### src/rtl/mbox_stream_tx.sv
module mbox_stream_tx #(
  parameter int DEPTH  = 128,
  parameter int TICK_W = 16
) (
  input  logic              clk,
  input  logic              rst_n,
  input  logic              en,
  input  logic              push_valid,
  input  logic [7:0]        push_data,
  output logic              full,
  output logic              overflow,
  input  logic [TICK_W-1:0] tick_reload,
  input  logic              cons_wr,
  input  logic [7:0]        cons_wdata,
  output logic [7:0]        data_reg,
  output logic [7:0]        status_reg
);
  localparam int PTR_W = $clog2(DEPTH);
  localparam int CNT_W = $clog2(DEPTH + 1);
  localparam int BUSY  = 1;
  localparam logic [7:0] ST_PEND = 8'h03;
  localparam logic [7:0] ST_IDLE = 8'h00;
  localparam logic [PTR_W-1:0] PTR_LAST = PTR_W'(DEPTH - 1);

  logic [7:0]        mem [DEPTH];
  logic [PTR_W-1:0]  wr_ptr, rd_ptr;
  logic [CNT_W-1:0]  count;
  logic [TICK_W-1:0] tick_cnt;

  logic tick, push_ok, poll, load, idle;

  assign full    = count == CNT_W'(DEPTH);
  assign tick    = en && (tick_cnt == '0);
  assign push_ok = en && push_valid && !full;
  assign poll    = tick && !status_reg[BUSY];
  assign load    = poll && (count != '0);
  assign idle    = poll && (count == '0);

  always_ff @(posedge clk)
    if (push_ok) mem[wr_ptr] <= push_data;

  always_ff @(posedge clk or negedge rst_n) begin
    if (!rst_n) begin
      wr_ptr     <= '0;
      rd_ptr     <= '0;
      count      <= '0;
      tick_cnt   <= '0;
      overflow   <= 1'b0;
      data_reg   <= 8'h00;
      status_reg <= ST_IDLE;
    end else if (en) begin
      tick_cnt <= tick ? tick_reload : tick_cnt - 1'b1;
      if (push_ok)
        wr_ptr <= (wr_ptr == PTR_LAST) ? '0 : wr_ptr + 1'b1;
      if (push_valid && full)
        overflow <= 1'b1;
      count <= count + CNT_W'(push_ok) - CNT_W'(load);
      if (load) begin
        data_reg   <= mem[rd_ptr];
        status_reg <= ST_PEND;
        rd_ptr     <= (rd_ptr == PTR_LAST) ? '0 : rd_ptr + 1'b1;
      end else if (idle)
        status_reg <= ST_IDLE;
      else if (cons_wr)
        status_reg <= cons_wdata;
    end
  end

  AST_DISABLED_HOLD: assert property (@(posedge clk) disable iff (!rst_n)
    !en |=> $stable(data_reg) && $stable(status_reg) && $stable(overflow));
  AST_OVF_STICKY: assert property (@(posedge clk) disable iff (!rst_n)
    overflow |=> overflow);
  AST_FULL_DROP: assert property (@(posedge clk) disable iff (!rst_n)
    en && push_valid && full && !load |=> full && overflow);
  AST_LOAD_PEND: assert property (@(posedge clk) disable iff (!rst_n)
    en && tick && !status_reg[BUSY] && count != '0 |=> status_reg == ST_PEND);
  AST_DATA_ONLY_ON_LOAD: assert property (@(posedge clk) disable iff (!rst_n)
    !$stable(data_reg) |-> status_reg == ST_PEND);
  AST_IDLE_CLEAR: assert property (@(posedge clk) disable iff (!rst_n)
    en && tick && !status_reg[BUSY] && count == '0 |=> status_reg == ST_IDLE);
  AST_BUSY_HOLD: assert property (@(posedge clk) disable iff (!rst_n)
    en && tick && status_reg[BUSY] && !cons_wr |=> $stable(data_reg) && $stable(status_reg));
  AST_CONS_WRITE: assert property (@(posedge clk) disable iff (!rst_n)
    en && cons_wr && !poll |=> status_reg == $past(cons_wdata));
endmodule

### config.mk
export PLATFORM = sky130hd
export DESIGN_NAME = mbox_stream_tx
export DESIGN_NICKNAME = d
export VERILOG_FILES = /design/src/rtl/mbox_stream_tx.sv
export SDC_FILE = /design/constraint.sdc
export NUM_CORES = 1
export LEC_CHECK = 0
export BUFFER_PORTS_ARGS = -buffer_cell sky130_fd_sc_hd__buf_2
export CORE_MARGIN = 2
export CORE_UTILIZATION = 50
export CTS_CLUSTER_DIAMETER = 60
export DETAILED_ROUTE_END_ITERATION = 12
export PLACE_DENSITY = 0.66
export RECOVER_POWER = 100
export SLEW_MARGIN = 20
export SYNTH_ARGS = -nofsm -noshare
export SYNTH_HDL_FRONTEND = slang
export SYNTH_SLANG_ARGS = --single-unit
### constraint.sdc
create_clock -name clk -period 4.9 [get_ports clk]
set_clock_uncertainty 0.2 [all_clocks]
set_input_delay 0.735 -clock clk [delete_from_list [all_inputs] [get_ports clk]]
set_output_delay 0.735 -clock clk [all_outputs]
set_load 0.01 [all_outputs]
After elaboration in Yosys (flattened, before gate mapping)

Memory sizes are Yosys's and may differ from the RTL's. A register that Yosys moved wholly into a read port is not among the register bits.
Cells that the tools add are included.

Logic and storage cells: 41
Output and inout bits: 18
Memory bits (read-only): 0
Latch bits: 0
Memories: 1
Bits of input ports: 37
Flip-flop bits (word level): 47
Bits in writable memories: 1024

Memories:

| name | depth | width | read ports | clocked after memory_dff | wr ports | RTL line | RTL |
|---|---|---|---|---|---|---|---|
| mem  | 128   | 8     | 1          | 1                        | 1        | 25       | `logic [7:0] mem [DEPTH];` |

$lt $le $gt $ge: 0
Equality and inequality tests: 3
Muxes and demuxes: 8
Div/mod/pow operators: 0
Multipliers: 0
$add $sub $neg: 5
Reduce and logical (&&, ||, !) cells: 18
Shift-type cells: 0
Bitwise logic cells: 0

Operator list:

| cell                                               | count |
|---|---|
| 2-to-1 mux 8 bit                                   | 3 |
| logical NOT 16 bit                                 | 1 |
| 2-to-1 mux 16 bit                                  | 1 |
| subtractor 16 x 1 -> 16 bit, second input constant | 1 |
| adder 7 x 1 -> 7 bit, second input constant        | 2 |
| equality test 7 bit, second input constant         | 2 |
| 2-to-1 mux 7 bit                                   | 2 |
| adder 8 x 1 -> 8 bit                               | 1 |
| equality test 8 bit, second input constant         | 1 |
| logical NOT 8 bit                                  | 1 |
| AND reduction 2 bit                                | 4 |
| nonzero test 8 bit                                 | 1 |
| subtractor 8 x 1 -> 8 bit                          | 1 |
| logical AND 1 bit                                  | 7 |
| logical NOT 1 bit                                  | 3 |
| nonzero test 3 bit                                 | 1 |
| 2-to-1 mux 1 bit                                   | 2 |

Logic depth before layout (Yosys ltp)

Gate-level depths: netlist (run 1).

Depth after elaboration: 6
Depth in mapped cells: 18
Mapped depth without buffers: 17

Worst setup path after synthesis (run 1)

Ideal clock, no wire load.

Path kind: register to register
Start point: reg tick_cnt[7]
End point: reg count[7]
Cell stages (with the launch flop): 17
Buffers on the path: 2
Setup slack: 1073 ps
Data arrival time: 3541 ps
Data required time: 4613 ps
Setup time: 87 ps
Period minus slack after synthesis: 3827 ps
Path through: dfrtp_1 > or4_1 > buf_2 > nor4_4 > nand3_1 > or3_1 > buf_6 > clkinv_4 > ha_1 > inv_1 > ha_1 > a21o_1 > a21oi_1 > o21bai_1 > a21o_1 > a2111o_1 > o211ai_1

Cells in the longest elaborated chain, start to end: 5

Ends and longest elaborated chain:

| what                      | RTL line | RTL |
|---|---|---|
| start: declaration        | 28       | `logic [TICK_W-1:0] tick_cnt;` |
| start signal: assignment  | 52       | `tick_cnt <= tick ? tick_reload : tick_cnt - 1'b1;` |
| logical NOT 16 bit        | 33       | `assign tick = en && (tick_cnt == '0);` |
| logical AND 1 bit         | 33       |  |
| logical AND 1 bit         | 35       | `assign poll = tick && !status_reg[BUSY];` |
| logical AND 1 bit         | 36       | `assign load = poll && (count != '0);` |
| subtractor 8 x 1 -> 8 bit | 57       | `count <= count + CNT_W'(push_ok) - CNT_W'(load);` |
| end signal: assignment    | 57       |  |
| end: declaration          | 27       | `logic [CNT_W-1:0] count;` |

Every way passes these cells.
A chain may end at the register's enable or synchronous reset.

Worst setup path after layout (run 1)

Start point: reg count[2]
End point: mem mem[80][5], enable pin

Cells in the longest elaborated chain, start to end: 5

Ends and longest elaborated chain:

| what                                   | RTL line | RTL |
|---|---|---|
| equality test 8 bit                    | 32       | `assign full = count == CNT_W'(DEPTH);` |
| logical NOT 1 bit                      | 34       | `assign push_ok = en && push_valid && !full;` |
| logical AND 1 bit                      | 34       |  |
| 2-to-1 mux 1 bit                       | 40       | `if (push_ok) mem[wr_ptr] <= push_data;` |
| 2-to-1 mux 1 bit (implied by the code) | 40       |  |
| end: declaration                       | 25       |  |

Every way passes these cells.

==> impl_metrics.toml, run 1 <==
[outcome]
status = "finished with violations"
violations = "capacitance limit, slew limit"

[detailed_routing]
finalWirelength_um = 100000
drtIter0Drc = 2124
first_pass_iters = 7
route.antenna.remaining_nets = 0
wl_per_cell_um = 28.2
num_vias = 21800
via_per_inst = 6.15
route.detailed.drc = 0

[die]
row_count = 107
core_area_mm2 = 0.0849
die_area_mm2 = 0.0877
io_pins = 55
fp.dieH_um = 296
die_width_um = 296
start_util_pct = 50.3

[cts]
ctsHoldBuffers = 1
numCtsBuffers = 105
ctsResizeCount = 0
cts_tree = "yes"
path_clk_slew_ns = 0.06
htreeDepth = 3
cts_sinks = 1079
post_cts_buffers = 0
clk_path_buf_depth = 3
root_buffer = "clkbuf_16"
clock_latency_ns = 0.68

[finish]
drive_gt1_share_pct = 20.4
area_growth_pct = 12.0
fin_nets = 2371
top_register = "mem"
top_regs = "mem x1024, tick_cnt x16"
fin_area_mm2 = 0.0478
largest_register_ffs = 1024

[logic_synthesis]
synth-main-ff-cell = "edfxtp_1"
ys_types = 60
postSynthCellCount = 2177
async_reset_ff_share_pct = 5.10
synth-edff-count = 1024
synth_top_cell_by_area = "edfxtp_1"
synth-seq-cells = 1079
yosysTopAreaCellShare_pct = 72.0
ys_seq_area_share_pct = 75.2
synth_area_leaders = "edfxtp_1, mux4_2, dfrtp_1"
synthTopCellsByCount = "edfxtp_1, mux4_2, nor2_1, nand2_1, mux2i_1"
netlist_area_mm2 = 0.0427
synth_nets = 2231
ys_warn_count = 0
synth.most_common_cell = "edfxtp_1"
postSynthAreaPerCell_um2 = 19.6

[setup_path]
cp.depth = 10
rr_endpoint = "mem[80][5]$_DFFE_PP_"
arrival_ns = 4.51
r2r_cells = 10
crit_path_max_incr_delay_ns = 0.62
rrSetupSlack_ns = 0.49
start_kind = "register"
cp_top_family = "buffers and inverters"
crit_buf_inv = 4
path_cells = "inv_1 > ha_1 > nor4bb_1 > a21oi_1 > inv_1 > nor2_1 > nand2_1 > clkbuf_1 > nor2_1 > clkbuf_1"
crit_path_end_kind = "register"
path_class = "reg -> reg"
crit_required_ns = 5.00
timing.rr.start = "count[2]$_DFFE_PN0P_"
critPathSlowestCell = "a21oi_1"
path_max_fanout = 10

[power_and_ir_drop]
powerDensity_mw_per_mm2 = 409
leakagePower_nw = 14.8
p_total_mw = 19.6
ir_drop_v = 0.000293

[hold_path]
min_to = "status_reg[4]$_DFFE_PN0P_"
hold_depth = 2
hp-start = "cons_wdata[4]"
hp-class = "in -> reg"

[sta]
rsz0062_at_grt = "false"
post-route-min-period_ns = 4.41
hold_viol = 0
finalSetupTns_ns = 0
min_period_over_period_pct = 90.0
relSlewSlack_pct = -135
setup_viol = 0
max_freq_ghz = 0.227
slew_viol_final = 908
worstMarginPinSlew_ns = 3.52

[global_routing]
met3_usage_pct = 3.44
grt.busiest_layer = "met2"
met1_usage_pct = 33.4
grt.overflow.total = 0
grt_pass1_vias = 21800
grt_max_degree = 96
antenna_found_initial = 0
grt_pass1_wl_um = 147000
grt_use_met2_pct = 36.8
grt_usage_pct = 23.2

[placement]
hpwl_um = 62500
port_buffers = 54
postPlaceCellArea_mm2 = 0.0447
gp_congestion = 0.932

[job]
maxCapViolations = 16
[per-layer routing]
layer,routed length [µm],part of all wire [%]
met5,0,0
met4,3120,3.1
met3,7230,7.2
met2,48200,48
met1,41700,42
[final cells by class]
class	count	area, µm²
clock buffers	128	2780
flip-flops and latches	1079	32100
multi-input cells	961	9920
diodes	1	2.50
repair buffers	149	876
fillers	6392	37000
clock inverters	66	608
well taps	1144	1430
inverters	21	80.1
[worst max path at each step]
stage | start | endpoint | slack, ns
CTS | tick_cnt[7]$_DFFE_PN0P_ | count[7]$_DFFE_PN0P_ | 0.82
global route | count[2]$_DFFE_PN0P_ | mem[104][0]$_DFFE_PP_ | 0.32
floorplan | tick_cnt[7]$_DFFE_PN0P_ | count[7]$_DFFE_PN0P_ | 1.07
finish | count[2]$_DFFE_PN0P_ | mem[80][5]$_DFFE_PP_ | 0.49
detailed placement | tick_cnt[7]$_DFFE_PN0P_ | count[7]$_DFFE_PN0P_ | 0.84
global placement | en | count[7]$_DFFE_PN0P_ | 0.87
[report_power, final]
group	total, mW	switching (mW)	internal (mW)
Sequential	10.4	0.147	10.3
Combinational	1.18	0.755	0.425
Clock	7.95	3.43	4.52
[metrics by stage]
step | std cells | setup slack, ns | hold WS (ns) | util, %
floorplan | 2177 | 1.07 | 0.239 | -
CTS | 3547 | 0.823 | 0.0587 | 56.6
detailed placement | 3352 | 0.835 | 0.262 | 52.6
finish | 3549 | 0.489 | 0.0861 | 56.4
global placement | 3352 | 0.868 | 0.246 | 52.6
global route | 3548 | 0.319 | 0.0821 | 56.4
[placed cells by master (no fill, tap or decap), types with 6 or more instances in the layout]
cell type / n
and2_1: 6
mux4_2: 245
buf_2: 27
nand4_1: 24
nor2b_1: 13
o211ai_1: 7
nor2_1: 169
clkbuf_2: 7
a22oi_1: 31
buf_12: 9
nor4_1: 10
inv_1: 20
mux2i_1: 78
a21oi_1: 37
a22o_1: 23
bufinv_16: 9
dfrtp_1: 52
nand3_1: 34
xnor2_1: 10
o31ai_1: 8
clkinv_2: 23
o21ai_0: 32
buf_4: 26
clkbuf_1: 98
o22ai_1: 14
nand2b_1: 6
edfxtp_1: 1024
clkinvlp_4: 8
a31oi_1: 11
and3_1: 6
nor3_1: 12
nand2_1: 93
a221oi_1: 17
clkinv_1: 19
clkbuf_16: 108
ha_1: 16
[logic make-up after synthesis]
logic type / synth area share, %
flip-flops: 75.2
AND/OR/NAND/NOR: 4.24
multiplexers: 14.8
AO/OA/AOI/OAI: 3.43
buffers and inverters: 1.50
adder cells (fa/ha/maj): 0.516
XOR/XNOR: 0.246
Note: power is estimated with default switching activity, not from simulation.
==> run 2, diff against run 1 <==
--- a/config.mk
+++ b/config.mk
@@ -12,6 +12,7 @@
 export DETAILED_ROUTE_END_ITERATION = 12
 export PLACE_DENSITY = 0.66
 export RECOVER_POWER = 100
+export REMOVE_ABC_BUFFERS = 1
 export SLEW_MARGIN = 20
 export SYNTH_ARGS = -nofsm -noshare
 export SYNTH_HDL_FRONTEND = slang
==> impl_metrics.toml, run 2 (synthesis gave the netlist of run 1 again) <==
[outcome]
status = "finished with violations"
violations = "capacitance limit, slew limit"

[sta]
worstMarginPinSlew_ns = 3.86
rsz0062_at_grt = "false"
hold_viol = 0
min_period_over_period_pct = 95.3
setup_viol = 0
hold_ws_ns = 0.112
finalSetupTns_ns = 0
post-route-min-period_ns = 4.67
relSlewSlack_pct = -157
fin_ws_ns = 0.231
max_freq_ghz = 0.214
slew_viol_final = 987

[setup_path]
crit_path_end_kind = "register"
critPathSlowestCell = "dfrtp_1"
arrival_ns = 5.04
crit_required_ns = 5.27
path_class = "reg -> reg"
crit_path_max_incr_delay_ns = 1.89
start_kind = "register"
path_cells = "clkbuf_2 > nand2_1 > nor2_1 > a22oi_1 > nand4_1 > nor3_1 > o31ai_2"
path_max_fanout = 37

[detailed_routing]
finalWirelength_um = 102000
route.antenna.remaining_nets = 0
route.detailed.drc = 0
num_vias = 22100
wl_per_cell_um = 28.9
first_pass_iters = 5
drtIter0Drc = 2692
via_per_inst = 6.23

[cts]
cts_tree = "yes"
ctsHoldBuffers = 0
ctsResizeCount = 0
cts_sinks = 1079
clock_latency_ns = 0.65
post_cts_buffers = 0
root_buffer = "clkbuf_16"
numCtsBuffers = 105
htreeDepth = 3
path_clk_slew_ns = 0.06
clk_path_buf_depth = 3

[placement]
postPlaceCellArea_mm2 = 0.0447
gp_congestion = 0.914
pre_cts_slack_ns = 0.496
port_buffers = 54
dp.cells = 3348
hpwl_um = 64000

[finish]
multi_input_area_mm2 = 0.00992
seq_area_mm2 = 0.0321
largest_register_ffs = 1024
final_cell_mix = "edfxtp_1, mux4_2, nor2_1"
drive_gt1_share_pct = 20.6
fin_area_mm2 = 0.0480
area_growth_pct = 12.3
fin_util_pct = 56.5
top_register = "mem"
antenna_cells = 0
top_regs = "mem x1024, tick_cnt x16"
nFillCells = 6339
layoutNonFillerInstCount = 3543
final_common_cell = "edfxtp_1"
fin_nets = 2365

[hold_path]
hp-class = "in -> reg"

[die]
fp.dieH_um = 296
start_util_pct = 50.3
row_count = 107
core_area_mm2 = 0.0849
die_area_mm2 = 0.0877
die_width_um = 296
io_pins = 55

[power_and_ir_drop]
powerDensity_mw_per_mm2 = 415
ir_drop_v = 0.000262
p_total_mw = 19.9
leakagePower_nw = 14.9

[global_routing]
grt_usage_pct = 23.6
antenna_found_initial = 1
grt_pass1_wl_um = 150000
grt.overflow.total = 0
grt_pass1_vias = 22100
grt_max_degree = 76

[job]
maxCapViolations = 24
[run 2: changes by cell type in the layout (fill, tap and decap cells not counted), moves of 4 or more]
cell	delta
buf_4	+6
clkbuf_1	-5
clkbuf_8	+4
clkinv_2	-5
clkinvlp_4	-5
bufinv_16	+6
[run 2: path summary, 6_finish.rpt]
check / start / to / slack (ns) / depth (start not counted)
min in group asynchronous: rst_n / count[6]$_DFFE_PN0P_ / 1.07 / 2
worst max-delay path: rd_ptr[2]$_DFFE_PN0P_ / data_reg[1]$_DFFE_PN0P_ / 0.23 / 7
worst min-delay path: cons_wdata[3] / status_reg[3]$_DFFE_PN0P_ / 0.11 / 2
worst max register to register: rd_ptr[2]$_DFFE_PN0P_ / data_reg[1]$_DFFE_PN0P_ / 0.23 / 7
max in group asynchronous: rst_n / rd_ptr[1]$_DFFE_PN0P_ / 1.11 / 2
worst min register to register: overflow$_DFFE_PN0P_ / overflow$_DFFE_PN0P_ / 0.27 / 1
[run 2: power breakdown]
group / switching [mW] / internal, mW / total, mW
sequential: 0.147 / 10.3 / 10.4
clock: 3.36 / 4.91 / 8.27
combinational: 0.793 / 0.425 / 1.22
[run 2: worst max-delay path: cells and delay by family (launching register included)]
family | cells | cell delay (ns)
AOI/OAI and AO/OA | 2 | 0.56
and+or+nand+nor | 4 | 1.30
buffers and inverters | 1 | 0.62
DFF | 1 | 1.89
[run 2: final cells by class]
class | instances | area share, %
Multi-Input combinational cell | 961 | 20.7
Inverter | 21 | 0.175
Sequential cell | 1079 | 67.0
Timing Repair Buffer | 143 | 1.76
Clock buffer | 138 | 6.00
Clock inverter | 57 | 1.38
Tap cell | 1144 | 2.98
[run 2: routing by layer]
layer / GRT usage (%) / vias to the layer above / wire (µm) / part of all wire, %
met4: 7.48 / 0 / 2830 / 2.8
met2: 38.2 / 1027 / 49600 / 49
li1: - / 9214 / - / -
met5: 0 / - / 0 / 0
met1: 33.4 / 11700 / 41800 / 41
met3: 3.68 / 164 / 7940 / 7.8
==> run 3, diff against run 2 <==
--- a/config.mk
+++ b/config.mk
@@ -8,6 +8,7 @@
 export BUFFER_PORTS_ARGS = -buffer_cell sky130_fd_sc_hd__buf_2
 export CORE_MARGIN = 2
 export CORE_UTILIZATION = 50
+export CTS_BUF_LIST = sky130_fd_sc_hd__clkbuf_8
 export CTS_CLUSTER_DIAMETER = 60
 export DETAILED_ROUTE_END_ITERATION = 12
 export PLACE_DENSITY = 0.66
==> impl_metrics.toml, run 3 (synthesis gave the netlist of run 1 again) <==
[outcome]
status = "finished with violations"
violations = "capacitance limit, slew limit"

[die]
die_area_mm2 = 0.0877
row_count = 107
io_pins = 55
start_util_pct = 50.3
core_area_mm2 = 0.0849
fp.dieH_um = 296
die_width_um = 296

[finish]
fin_util_pct = 56.0
fin_area_mm2 = 0.0475
fin_nets = 2433
area_growth_pct = 11.3
final_common_cell = "edfxtp_1"
top_regs = "mem x1024, tick_cnt x16"
final_cell_mix = "edfxtp_1, mux4_2, nor2_1, clkbuf_8, nand2_1"
drive_gt1_share_pct = 22.0
top_register = "mem"
largest_register_ffs = 1024

[detailed_routing]
dr_wl_met3_um = 8660
route.detailed.drc = 0
wl_per_cell_um = 28.0
num_vias = 22500
first_pass_iters = 6
met2_length_um = 49400
drtIter0Drc = 2506
finalWirelength_um = 102000
route.antenna.remaining_nets = 0
topRoutingLayerUsed = "met4"
wl_met1_um = 41300
via_per_inst = 6.16

[power_and_ir_drop]
power.share.clock_pct = 37.2
p_comb_share_pct = 6.6
p_total_mw = 18.6
powerDensity_mw_per_mm2 = 390
leakagePower_nw = 14.9
ir_drop_v = 0.000227
p_sw_mw = 4.34
intPower_mw = 14.2
swShare_pct = 23.4
pwr-share-seq_pct = 56.2

[sta]
max_freq_ghz = 0.214
slew_viol_final = 1055
min_period_over_period_pct = 95.5
hold_viol = 0
post-route-min-period_ns = 4.68
relSlewSlack_pct = -160
worstMarginPinSlew_ns = 3.89
setup_viol = 0
fin_ws_ns = 0.220
rsz0062_at_grt = "false"

[cts]
clk_path_buf_depth = 3
cts_sinks = 1079
root_buffer = "clkbuf_8"
path_clk_slew_ns = 0.06
htreeDepth = 4
numCtsBuffers = 163
cts_tree = "yes"
clock_latency_ns = 0.79

[global_routing]
antenna_found_initial = 2
grt_pass1_vias = 22600
grt_pass1_wl_um = 151000
grt_usage_pct = 23.8
grt_max_degree = 76
grt.overflow.total = 0

[setup_path]
start_kind = "register"
arrival_ns = 5.18
path_max_fanout = 37
critPathSlowestCell = "dfrtp_1"
crit_path_end_kind = "register"
rrSetupSlack_ns = 0.22
path_class = "reg -> reg"
cp_top_family = "flip-flops"
crit_buf_inv = 1
crit_path_max_incr_delay_ns = 1.87
path_cells = "clkbuf_2 > nand2_1 > nor2_1 > a22oi_1 > nand4_1 > nor3_1 > o31ai_2"
crit_required_ns = 5.41

[placement]
gp_congestion = 0.914
port_buffers = 54
pre_cts_slack_ns = 0.496
hpwl_um = 64000
postPlaceCellArea_mm2 = 0.0447

[hold_path]
hp-class = "in -> reg"

[job]
maxCapViolations = 26
run 3: final timing paths:
check	startpoint	end	cells after the start
worst max-delay path	rd_ptr[2]$_DFFE_PN0P_	data_reg[1]$_DFFE_PN0P_	7
worst min-delay path	tick_reload[10]	tick_cnt[10]$_DFFE_PN0P_	3
worst max register to register	rd_ptr[2]$_DFFE_PN0P_	data_reg[1]$_DFFE_PN0P_	7
worst min register to register	overflow$_DFFE_PN0P_	overflow$_DFFE_PN0P_	1
max in group asynchronous	rst_n	rd_ptr[0]$_DFFE_PN0P_	3
min in group asynchronous	rst_n	count[6]$_DFFE_PN0P_	3
run 3: through the flow:
| stage | cells | hold WS (ns) | setup TNS [ns] |
|---|---|---|---|
| floorplan | 2061 | 0.239 | -108.44 |
| global placement | 3348 | 0.243 | 0 |
| detailed placement | 3348 | 0.250 | 0 |
| CTS | 3651 | 0.00252 | 0 |
| global route | 3652 | 0.0278 | 0 |
| finish | 3652 | 0.0615 | 0 |
run 3: what timing repair did:
action / in CTS / in global routing
hold buffers: 10 / 0
hold endpoints to repair: 64 / 0
resized for setup: 0 / 0
buffers inserted: 0 / 0
run 3: area by class of cell:
class                           count  area, µm²
Antenna cell                        1       2.50
Clock buffer                      168       2310
Multi-Input combinational cell    961       9920
Inverter                           21       83.8
Sequential cell                  1079      32100
Fill cell                        6439      37300
Clock inverter                    125        707
Tap cell                         1144       1430
Timing Repair Buffer              153        941
run 3: power by group through the flow:
stage                     clock [mW]  combinational [mW]  sequential (mW)
after floorplan                    0               0.760             10.6
after global placement             0                1.20             10.6
after detailed placement           0                1.24             10.6
after CTS                       7.02                1.25             10.4
after global routing            7.42                1.34             10.4
final                           6.91                1.22             10.4
run 3: tightest hold or removal path: stages:
cell,delay (ns)
buf_2,0.08
o2bb2ai_1,0.05
a21oi_1,0.14
run 3: layer usage:
| metal | vias to the layer above | track usage [%] |
|---|---|---|
| li1 | 9362 | - |
| met1 | 11900 | 33.1 |
| met2 | 1069 | 38.1 |
| met3 | 197 | 4.80 |
| met4 | 0 | 8.04 |
| met5 | - | 0 |
